### config.mk
export PLATFORM = sky130hd
export DESIGN_NAME = fm_disc
export DESIGN_NICKNAME = d
export VERILOG_FILES = /design/src/rtl/fm_disc_pkg.sv /design/src/rtl/fm_diff.sv /design/src/rtl/fm_cross.sv /design/src/rtl/fm_seq_div.sv /design/src/rtl/fm_sat.sv /design/src/rtl/fm_disc.sv
export SDC_FILE = /design/constraint.sdc
export NUM_CORES = 1
export LEC_CHECK = 0
export ABC_AREA = 0
export BUFFER_PORTS_ARGS = -buffer_cell sky130_fd_sc_hd__buf_2
export CAP_MARGIN = 20
export CORE_AREA = 2 2 181 183
export DETAILED_ROUTE_END_ITERATION = 10
export DIE_AREA = 0 0 183 185
export GPL_TIMING_DRIVEN = 0
export PLACE_DENSITY = 0.81
export SYNTH_ARGS = -nofsm -noshare
export SYNTH_HDL_FRONTEND = slang
export SYNTH_SLANG_ARGS = --single-unit
### constraint.sdc
create_clock -name clk_i -period 5.83 [get_ports clk_i]
set_input_delay 1.166 -clock clk_i [delete_from_list [all_inputs] [get_ports clk_i]]
set_output_delay 1.166 -clock clk_i [all_outputs]
set_load 0.02 [all_outputs]
### src/rtl/fm_disc_pkg.sv
package fm_disc_pkg;
  typedef enum logic {MODE_RAW = 1'b0, MODE_NORM = 1'b1} fm_mode_e;

  function automatic int cross_width(input int in_w);
    return 2 * in_w + 2;
  endfunction

  function automatic int quot_width(input int in_w, input int frac_w);
    return 2 * in_w + 2 + frac_w;
  endfunction
endpackage

### src/rtl/fm_diff.sv
module fm_diff #(
  parameter int IN_W = 8,
  localparam int D_W = IN_W + 1
) (
  input  logic                   clk_i,
  input  logic                   rst_ni,
  input  logic                   en_i,
  input  logic signed [IN_W-1:0] i_i,
  input  logic signed [IN_W-1:0] q_i,
  output logic signed [IN_W-1:0] i_o,
  output logic signed [IN_W-1:0] q_o,
  output logic signed [D_W-1:0]  di_o,
  output logic signed [D_W-1:0]  dq_o
);
  logic signed [IN_W-1:0] prev_i_q, prev_q_q;

  always_ff @(posedge clk_i or negedge rst_ni) begin
    if (!rst_ni) begin
      prev_i_q <= '0;
      prev_q_q <= '0;
      i_o      <= '0;
      q_o      <= '0;
      di_o     <= '0;
      dq_o     <= '0;
    end else if (en_i) begin
      prev_i_q <= i_i;
      prev_q_q <= q_i;
      i_o      <= i_i;
      q_o      <= q_i;
      di_o     <= {i_i[IN_W-1], i_i} - {prev_i_q[IN_W-1], prev_i_q};
      dq_o     <= {q_i[IN_W-1], q_i} - {prev_q_q[IN_W-1], prev_q_q};
    end
  end
endmodule

### src/rtl/fm_cross.sv
module fm_cross #(
  parameter int IN_W = 8,
  localparam int D_W   = IN_W + 1,
  localparam int P_W   = IN_W + D_W,
  localparam int CR_W  = P_W + 1,
  localparam int MAG_W = 2 * IN_W
) (
  input  logic                   clk_i,
  input  logic                   rst_ni,
  input  logic                   en_i,
  input  logic signed [IN_W-1:0] i_i,
  input  logic signed [IN_W-1:0] q_i,
  input  logic signed [D_W-1:0]  di_i,
  input  logic signed [D_W-1:0]  dq_i,
  output logic signed [CR_W-1:0] cross_o,
  output logic        [MAG_W-1:0] mag_o
);
  logic signed [P_W-1:0]   i_dq, q_di;
  logic signed [MAG_W-1:0] i_sq, q_sq;
  logic signed [CR_W-1:0]  cross_d;
  logic        [MAG_W-1:0] mag_d;

  always_comb begin
    i_dq    = P_W'(i_i) * P_W'(dq_i);
    q_di    = P_W'(q_i) * P_W'(di_i);
    cross_d = CR_W'(i_dq) - CR_W'(q_di);
    i_sq    = MAG_W'(i_i) * MAG_W'(i_i);
    q_sq    = MAG_W'(q_i) * MAG_W'(q_i);
    // sum of squares never exceeds 2^(MAG_W-1)
    mag_d   = $unsigned(i_sq) + $unsigned(q_sq);
  end

  always_ff @(posedge clk_i or negedge rst_ni) begin
    if (!rst_ni) begin
      cross_o <= '0;
      mag_o   <= '0;
    end else if (en_i) begin
      cross_o <= cross_d;
      mag_o   <= mag_d;
    end
  end
endmodule

### src/rtl/fm_seq_div.sv
module fm_seq_div #(
  parameter int CR_W   = 18,
  parameter int DEN_W  = 16,
  parameter int FRAC_W = 4,
  localparam int NUM_W = CR_W + FRAC_W,
  localparam int CNT_W = $clog2(NUM_W + 1)
) (
  input  logic                   clk_i,
  input  logic                   rst_ni,
  input  logic                   start_i,
  input  logic signed [CR_W-1:0] num_i,
  input  logic        [DEN_W-1:0] den_i,
  output logic                   busy_o,
  output logic                   done_o,
  output logic signed [NUM_W:0]  quo_o
);
  logic [NUM_W-1:0] quo_q, quo_d;
  logic [DEN_W-1:0] rem_q, rem_d, den_q;
  logic [DEN_W:0]   rem_sh;
  logic [CNT_W-1:0] cnt_q;
  logic             neg_q, zero_q, ge;
  logic [CR_W-1:0]  num_abs;

  always_comb begin
    num_abs = num_i[CR_W-1] ? (~num_i + 1'b1) : num_i;
    rem_sh  = {rem_q, quo_q[NUM_W-1]};
    ge      = rem_sh >= {1'b0, den_q};
    rem_d   = ge ? DEN_W'(rem_sh - {1'b0, den_q}) : DEN_W'(rem_sh);
    quo_d   = {quo_q[NUM_W-2:0], ge};
  end

  always_ff @(posedge clk_i or negedge rst_ni) begin
    if (!rst_ni) begin
      quo_q  <= '0;
      rem_q  <= '0;
      den_q  <= '0;
      cnt_q  <= '0;
      neg_q  <= 1'b0;
      zero_q <= 1'b0;
      busy_o <= 1'b0;
      done_o <= 1'b0;
    end else begin
      done_o <= 1'b0;
      if (start_i) begin
        quo_q  <= {num_abs, {FRAC_W{1'b0}}};
        rem_q  <= '0;
        den_q  <= den_i;
        cnt_q  <= '0;
        neg_q  <= num_i[CR_W-1];
        zero_q <= (den_i == '0);
        busy_o <= 1'b1;
      end else if (busy_o) begin
        quo_q <= quo_d;
        rem_q <= rem_d;
        cnt_q <= cnt_q + 1'b1;
        if (cnt_q == CNT_W'(NUM_W - 1)) begin
          busy_o <= 1'b0;
          done_o <= 1'b1;
        end
      end
    end
  end

  always_comb begin
    if (zero_q)     quo_o = '0;
    else if (neg_q) quo_o = -$signed({1'b0, quo_q});
    else            quo_o = $signed({1'b0, quo_q});
  end
endmodule

### src/rtl/fm_sat.sv
module fm_sat #(
  parameter int W_I = 18,
  parameter int W_O = 12
) (
  input  logic signed [W_I-1:0] d_i,
  output logic signed [W_O-1:0] d_o
);
  if (W_I > W_O) begin : g_clip
    localparam logic signed [W_I-1:0] MAX_V = {{(W_I-W_O+1){1'b0}}, {(W_O-1){1'b1}}};
    localparam logic signed [W_I-1:0] MIN_V = {{(W_I-W_O+1){1'b1}}, {(W_O-1){1'b0}}};
    always_comb begin
      if (d_i > MAX_V)      d_o = MAX_V[W_O-1:0];
      else if (d_i < MIN_V) d_o = MIN_V[W_O-1:0];
      else                  d_o = d_i[W_O-1:0];
    end
  end else if (W_I == W_O) begin : g_pass
    assign d_o = d_i;
  end else begin : g_ext
    assign d_o = {{(W_O-W_I){d_i[W_I-1]}}, d_i};
  end
endmodule

### src/rtl/fm_disc.sv
module fm_disc #(
  parameter int IN_W   = 8,
  parameter int OUT_W  = 12,
  parameter int FRAC_W = 4
) (
  input  logic                    clk_i,
  input  logic                    rst_ni,
  input  logic                    in_valid_i,
  input  logic                    norm_en_i,
  input  logic signed [IN_W-1:0]  i_i,
  input  logic signed [IN_W-1:0]  q_i,
  output logic                    ready_o,
  output logic                    out_valid_o,
  output logic signed [OUT_W-1:0] freq_o
);
  import fm_disc_pkg::*;

  localparam int D_W   = IN_W + 1;
  localparam int CR_W  = cross_width(IN_W);
  localparam int MAG_W = 2 * IN_W;
  localparam int NUM_W = quot_width(IN_W, FRAC_W);

  logic                    accept;
  logic                    s1_v, s2_v;
  fm_mode_e                s1_m, s2_m;
  logic signed [IN_W-1:0]  s1_i, s1_q;
  logic signed [D_W-1:0]   s1_di, s1_dq;
  logic signed [CR_W-1:0]  s2_cross;
  logic        [MAG_W-1:0] s2_mag;
  logic                    div_busy, div_done;
  logic signed [NUM_W:0]   div_quo;
  logic signed [OUT_W-1:0] raw_sat, norm_sat;

  // stall while a normalized sample is anywhere in flight
  assign ready_o = !(div_busy || (s1_v && s1_m == MODE_NORM) || (s2_v && s2_m == MODE_NORM));
  assign accept  = in_valid_i && ready_o;

  always_ff @(posedge clk_i or negedge rst_ni) begin
    if (!rst_ni) begin
      s1_v <= 1'b0;
      s2_v <= 1'b0;
      s1_m <= MODE_RAW;
      s2_m <= MODE_RAW;
    end else begin
      s1_v <= accept;
      s2_v <= s1_v;
      if (accept) s1_m <= fm_mode_e'(norm_en_i);
      if (s1_v)   s2_m <= s1_m;
    end
  end

  fm_diff #(.IN_W(IN_W)) u_diff (
    .clk_i (clk_i),
    .rst_ni(rst_ni),
    .en_i  (accept),
    .i_i   (i_i),
    .q_i   (q_i),
    .i_o   (s1_i),
    .q_o   (s1_q),
    .di_o  (s1_di),
    .dq_o  (s1_dq)
  );

  fm_cross #(.IN_W(IN_W)) u_cross (
    .clk_i  (clk_i),
    .rst_ni (rst_ni),
    .en_i   (s1_v),
    .i_i    (s1_i),
    .q_i    (s1_q),
    .di_i   (s1_di),
    .dq_i   (s1_dq),
    .cross_o(s2_cross),
    .mag_o  (s2_mag)
  );

  fm_seq_div #(.CR_W(CR_W), .DEN_W(MAG_W), .FRAC_W(FRAC_W)) u_div (
    .clk_i  (clk_i),
    .rst_ni (rst_ni),
    .start_i(s2_v && s2_m == MODE_NORM),
    .num_i  (s2_cross),
    .den_i  (s2_mag),
    .busy_o (div_busy),
    .done_o (div_done),
    .quo_o  (div_quo)
  );

  fm_sat #(.W_I(CR_W), .W_O(OUT_W)) u_sat_raw (
    .d_i(s2_cross),
    .d_o(raw_sat)
  );

  fm_sat #(.W_I(NUM_W + 1), .W_O(OUT_W)) u_sat_norm (
    .d_i(div_quo),
    .d_o(norm_sat)
  );

  always_ff @(posedge clk_i or negedge rst_ni) begin
    if (!rst_ni) begin
      out_valid_o <= 1'b0;
      freq_o      <= '0;
    end else if (s2_v && s2_m == MODE_RAW) begin
      out_valid_o <= 1'b1;
      freq_o      <= raw_sat;
    end else if (div_done) begin
      out_valid_o <= 1'b1;
      freq_o      <= norm_sat;
    end else begin
      out_valid_o <= 1'b0;
    end
  end
endmodule

==> After elaboration in Yosys (flattened, before gate mapping) <==
Index checks and enable logic that the tools add are counted.
{ "op_classes": {"bitwise_logic": 2, "magnitude_cmp": 5, "addsub": 8, "multipliers": 4, "eq_ne": 1, "n_reduce_logical": 10, "n_mux": 24} }
{ "op_table": {"columns": ["op", "count"], "rows": [
  ["$mux W12", 6],
  ["$mux W16", 3],
  ["$mux W23", 2],
  ["$mux W22", 2],
  ["$mul A8 B9 Y17", 2],
  ["$mul A8 B8 Y16", 2],
  ["$gt A23 B12 Y1 const B", 1],
  ["$lt A23 B12 Y1 const B", 1],
  ["$neg A22 Y23", 1],
  ["$add A18 B1 Y18 const B", 1],
  ["$gt A18 B12 Y1 const B", 1],
  ["$lt A18 B12 Y1 const B", 1],
  ["$mux W18", 1],
  ["$not A18 Y18", 1],
  ["$sub A17 B17 Y18", 1],
  ["$sub A8 B8 Y9", 2],
  ["$ge A17 B16 Y1", 1],
  ["$add A16 B16 Y16", 1],
  ["$logic_not A16 Y1", 1],
  ["$sub A16 B16 Y16", 1],
  ["$mux W5", 2],
  ["$mux W1", 8],
  ["$add A5 B1 Y5 const B", 1],
  ["$eq A5 B5 Y1 const B", 1],
  ["5 further kinds", 10]
]} }
{ "totals": {"reg_bits": 148, "output_inout_bits": 14, "wordCells": 74} }

==> Longest topological paths before layout <==
{ "depth": {"depth_word": 8, "mapped_depth": 24, "mapped_depth_nobuf": 22} }

==> Hierarchy <==
Synthesis repeated with hierarchy kept, for this count alone.
{ "unflattened": {"hier_cells": 2061, "hier_area_um2": 19367.3} }
{ "modules_own_cells": {"columns": ["mod", "cells_per_inst", "area_per_inst_um2", "n_inst"], "rows": [
  ["fm_cross", 1208, 11677.4, 1],
  ["fm_seq_div", 520, 4438.0, 1],
  ["fm_diff", 215, 2047.0, 1],
  ["fm_disc", 64, 748.2, 1],
  ["fm_sat at u_sat_raw", 32, 296.5, 1],
  ["fm_sat at u_sat_norm", 22, 160.2, 1]
]} }

==> Least setup slack after synthesis <==
OpenSTA, ideal clock, no wires.
{ "synth_path": {"path_kind": "flip-flop to flip-flop", "start": "reg u_diff.q_o[1]", "end": "reg u_cross.cross_o[17]", "period_less_slack_ps": 6127, "path_buffers": 1, "stages_incl_launch_ff": 21, "setup_slack_ps": -297, "t_arrival_ps": 6058, "path_cell_list": "dfrtp_1 > clkbuf_1 > nand2_1 > inv_1 > fa_1 > inv_1 > fa_1 > fa_1 > fa_1 > fa_1 > inv_1 > fa_1 > inv_1 > ha_1 > or3_1 > a311oi_1 > nor3_1 > o31ai_1 > a21boi_0 > or4_1 > nand3_1"} }
{ "synth_via": {"elab_chain_len": 2} }
{ "synth_rtl": {"columns": ["item", "line_no", "rtl"], "rows": [
  ["from (decl)", "fm_diff.sv:11", "output logic signed [IN_W-1:0] q_o,"],
  ["from (signal assigned)", "fm_diff.sv:29", "q_o <= q_i;"],
  ["$mul A8 B9 Y17", "fm_cross.sv:25", "q_di = P_W'(q_i) * P_W'(di_i);"],
  ["$sub A17 B17 Y18", "fm_cross.sv:26", "cross_d = CR_W'(i_dq) - CR_W'(q_di);"],
  ["to (signal assigned)", "fm_cross.sv:38", "cross_o <= cross_d;"],
  ["to (decl)", "fm_cross.sv:15", "output logic signed [CR_W-1:0] cross_o,"]
]} }
No other way between the ends.
A chain may end at the register's enable or synchronous reset.

==> Final worst setup path <==
{ "layout_path": {"start": "reg u_diff.q_o[4]", "end": "reg u_cross.mag_o[15]"} }
{ "layout_via": {"elab_chain_len": 2} }
{ "layout_rtl": {"columns": ["item", "line_no", "rtl"], "rows": [
  ["$mul A8 B8 Y16", "fm_cross.sv:28", "q_sq = MAG_W'(q_i) * MAG_W'(q_i);"],
  ["$add A16 B16 Y16", "fm_cross.sv:30", "mag_d = $unsigned(i_sq) + $unsigned(q_sq);"],
  ["to (signal assigned)", "fm_cross.sv:39", "mag_o <= mag_d;"],
  ["to (decl)", "fm_cross.sv:16", "output logic [MAG_W-1:0] mag_o"]
]} }
No other way between the ends.

==> impl_metrics.json <==
{
  "cp_common_cell": "fa_1",
  "maxSlewHeadroom": 0.5018,
  "num-fill-cells": 2377,
  "rows": 66,
  "r2r_cells": 23,
  "cts_tree": "built",
  "cts_root_buf": "clkbuf_16",
  "coreArea_mm2": 0.03204,
  "antenna_found_initial": 0,
  "final_max_slew_viol_count": 0,
  "max_stage_delay_ns": 0.53,
  "setup_viol": 2,
  "cp.buffers_inverters": 6,
  "dieArea_mm2": 0.03386,
  "ys_ff_latch": 148,
  "avgSynthCellArea_um2": 9.234,
  "start_kind": "register",
  "setup_slack_ns": -0.004204,
  "yosys_most_used_dff": "dfrtp_1",
  "wl_met3_um": 3123,
  "postSynthCellCount": 2010,
  "ctsHoldBuffers": 0,
  "antenna_cells": 0,
  "dpl.hpwl_um": 34670,
  "synth_edf_count": 0,
  "synth_cell_types": 67,
  "grt_pass1_vias": 15065,
  "yosysWarningCount": 0,
  "synth_area_leaders": "fa_1 (29%), dfrtp_1 (20%), ha_1 (10%)",
  "fmax_mhz": 171.4,
  "nNetsFinal": 2555,
  "drt_first_pass_iters": 5,
  "final_util": 0.6613,
  "wire_per_inst_um": 18.88,
  "grt_max_degree": 102,
  "track_usage": 0.2841,
  "synth.top_cell.area_share": 0.2858,
  "fin_area_mm2": 0.02119,
  "worst_slew_pin_slew_ns": 0.7474,
  "hp-class": "register to register",
  "cp-end-kind": "register",
  "top_layer": "met4",
  "die_w_um": 183,
  "grt_setup_unrepaired": "yes",
  "viasPerCell": 5.777,
  "synth_top_area_cell": "fa_1",
  "via_count": 14661,
  "clk_latency_ns": 0.43,
  "critPathKind": "register to register",
  "synth_nets": 2446,
  "fp.dieH_um": 185,
  "status": "finished, violations left",
  "ant_nets": 0,
  "grt.overflow.total": 0,
  "timing.final.crit_share": 1.001,
  "period_minus_slack_ns": 5.834,
  "start_util": 0.5793,
  "layout-drive-gt1-share": 0.1559,
  "syn2layout_area_growth_pct": 14.16,
  "place.gp.congestion": 0.9357,
  "ios": 34,
  "crit_cells": 23,
  "worstPathRequired_ns": 6.15,
  "h-tree-depth": 4,
  "port_buffers": 33,
  "critPathArrivalTime_ns": 6.15,
  "netlist_area_mm2": 0.01856,
  "wl_met2_um": 24130,
  "fin_skew_ns": 0.01099,
  "max_cap_viol_count": 0,
  "final_hold_viol_count": 0,
  "placed_area_mm2": 0.01929,
  "whs_path_depth": 2,
  "async_reset_ff_frac": 1.000,
  "crit_fanout": 7,
  "crit_chain": "clkinvlp_4 > buf_4 > nor2_2 > ha_1 > xnor2_1 > ha_1 > inv_1 > fa_1 > inv_1 > fa_1 > fa_1 > inv_1 > fa_1 > inv_2 > ha_4 > a211oi_4 > nor2_2 > o211ai_1 > a21oi_2 > nor2_1 > a21oi_2 > or3_4 > a31o_4",
  "drt_wl_total_um": 47910,
  "grt_pass1_wl_um": 75070,
  "drtIter0Drc": 1098,
  "ctsLongestPathBuffers": 2,
  "clkTransAtPathRegs_ns": 0.06,
  "place_ws_ns": -1.204,
  "drc": 0,
  "synth_most_common_cell": "inv_1",
  "violations": "negative setup slack",
  "crit_family": "adder cells",
  "cts_buffers": 17,
  "clock-sinks": 148,
  "synth_top_cells_by_count": "inv_1 (373), fa_1 (265), nand2_1 (204)",
  "wl_met1_um": 18330,
  "cpMaxStageDelayCell": "fa_1",
  "synth_seq_area_share": 0.1995
}
-- worst paths after layout --
check / start / to / slack, ns
max: u_diff.q_o[4] / u_cross.mag_o[15] / -0.004
min: u_div.den_q[0] / u_div.den_q[0] / 0.50
max reg2reg: u_diff.q_o[4] / u_cross.mag_o[15] / -0.004
min reg2reg: u_div.den_q[0] / u_div.den_q[0] / 0.50
max in group asynchronous: rst_ni / u_diff.i_o[0] / 4.27
min in group asynchronous: rst_ni / out_valid_o / 0.66
-- metrics by stage --
step,hold WS [ns],cells,TNS [ns]
5_1_grt,0.5283,2538,-0.7733
6_report,0.4977,2538,-0.004613
2_1_floorplan,0.4281,2010,-0.1476
4_1_cts,0.4970,2515,0
3_5_place_dp,0.4753,2452,-9.920
3_3_place_gp,0.4718,2451,-8.588
-- tightest hold or removal path: stages (launching register included) --
cell and delay, ns:
dfrtp_1 0.35, nand2_1 0.06, nand2_1 0.06
-- timing repair --
action,CTS,global route
pin swaps,57,81
gates resized for setup,126,111
endpoints found under the setup margin,17,11
buffers inserted,42,27
gates cloned,0,0
-- area by class of cell --
cell class,instances,area [µm²],area share
inverters,377,1459,0.06885
well taps,408,510.5,0.02409
repair buffers,102,808.3,0.03815
multi-input cells,1410,13660,0.6446
plain buffers,63,432.9,0.02043
clock inverters,7,123.9,0.005846
flip-flops and latches,148,3727,0.1759
clock buffers,23,467.9,0.02208
-- flip-flops by register name (all words and copies together) (netlist names) --
name             cells
s2_v                 1
u_div.rem_q         16
u_cross.cross_o     18
u_div.den_q         16
s2_m                 1
u_diff.i_o           8
u_diff.di_o          9
u_div.cnt_q          5
freq_o              12
u_div.busy_o         1
u_div.done_o         1
s1_v                 1
s1_m                 1
u_div.neg_q          1
u_diff.q_o           8
u_diff.dq_o          9
u_div.quo_q         22
out_valid_o          1
u_div.zero_q         1
u_cross.mag_o       16
-- metal layers --
metal	track usage	vias to the layer above
li1	-	6572
met1	0.3554	7255
met2	0.4995	670
met3	0.04109	164
met4	0.1120	0
met5	0	-
-- cell usage in the layout (no fill, tap or decap), types with 6 or more instances in the layout --
cell,count
inv_1,340
fa_1,256
nand2_1,196
ha_1,136
dfrtp_1,129
o21ai_0,120
nor2_1,113
xnor2_1,84
and2_1,83
buf_4,54
clkbuf_1,40
a21oi_1,38
buf_2,35
mux2i_1,35
mux2_2,24
inv_2,23
nor3_1,20
a21o_1,19
clkbuf_16,19
dfrtp_2,19
xor2_1,18
nand3_1,18
nand2b_1,16
buf_6,13
a211o_1,12
ha_4,12
nor2b_1,11
o31ai_1,11
clkinvlp_4,10
a211oi_1,10
nand4_1,10
buf_8,9
fa_2,9
nor2_2,8
nor2_4,7
a31o_2,7
nor4_1,7
clkbuf_8,6
or3_1,6
o21a_1,6
-- kinds of logic after synthesis --
kind of cell / share of synthesized area
flip-flops: 0.1995
adder cells (fa/ha/maj): 0.3876
buffers and inverters: 0.09262
AO/OA/AOI/OAI: 0.09606
AND/OR/NAND/NOR: 0.1406
multiplexers: 0.03404
XOR/XNOR: 0.04955
Power is left out: the tool's default activity adds up to more than one toggle a clock period on the data nets, which glitch-free logic cannot reach.
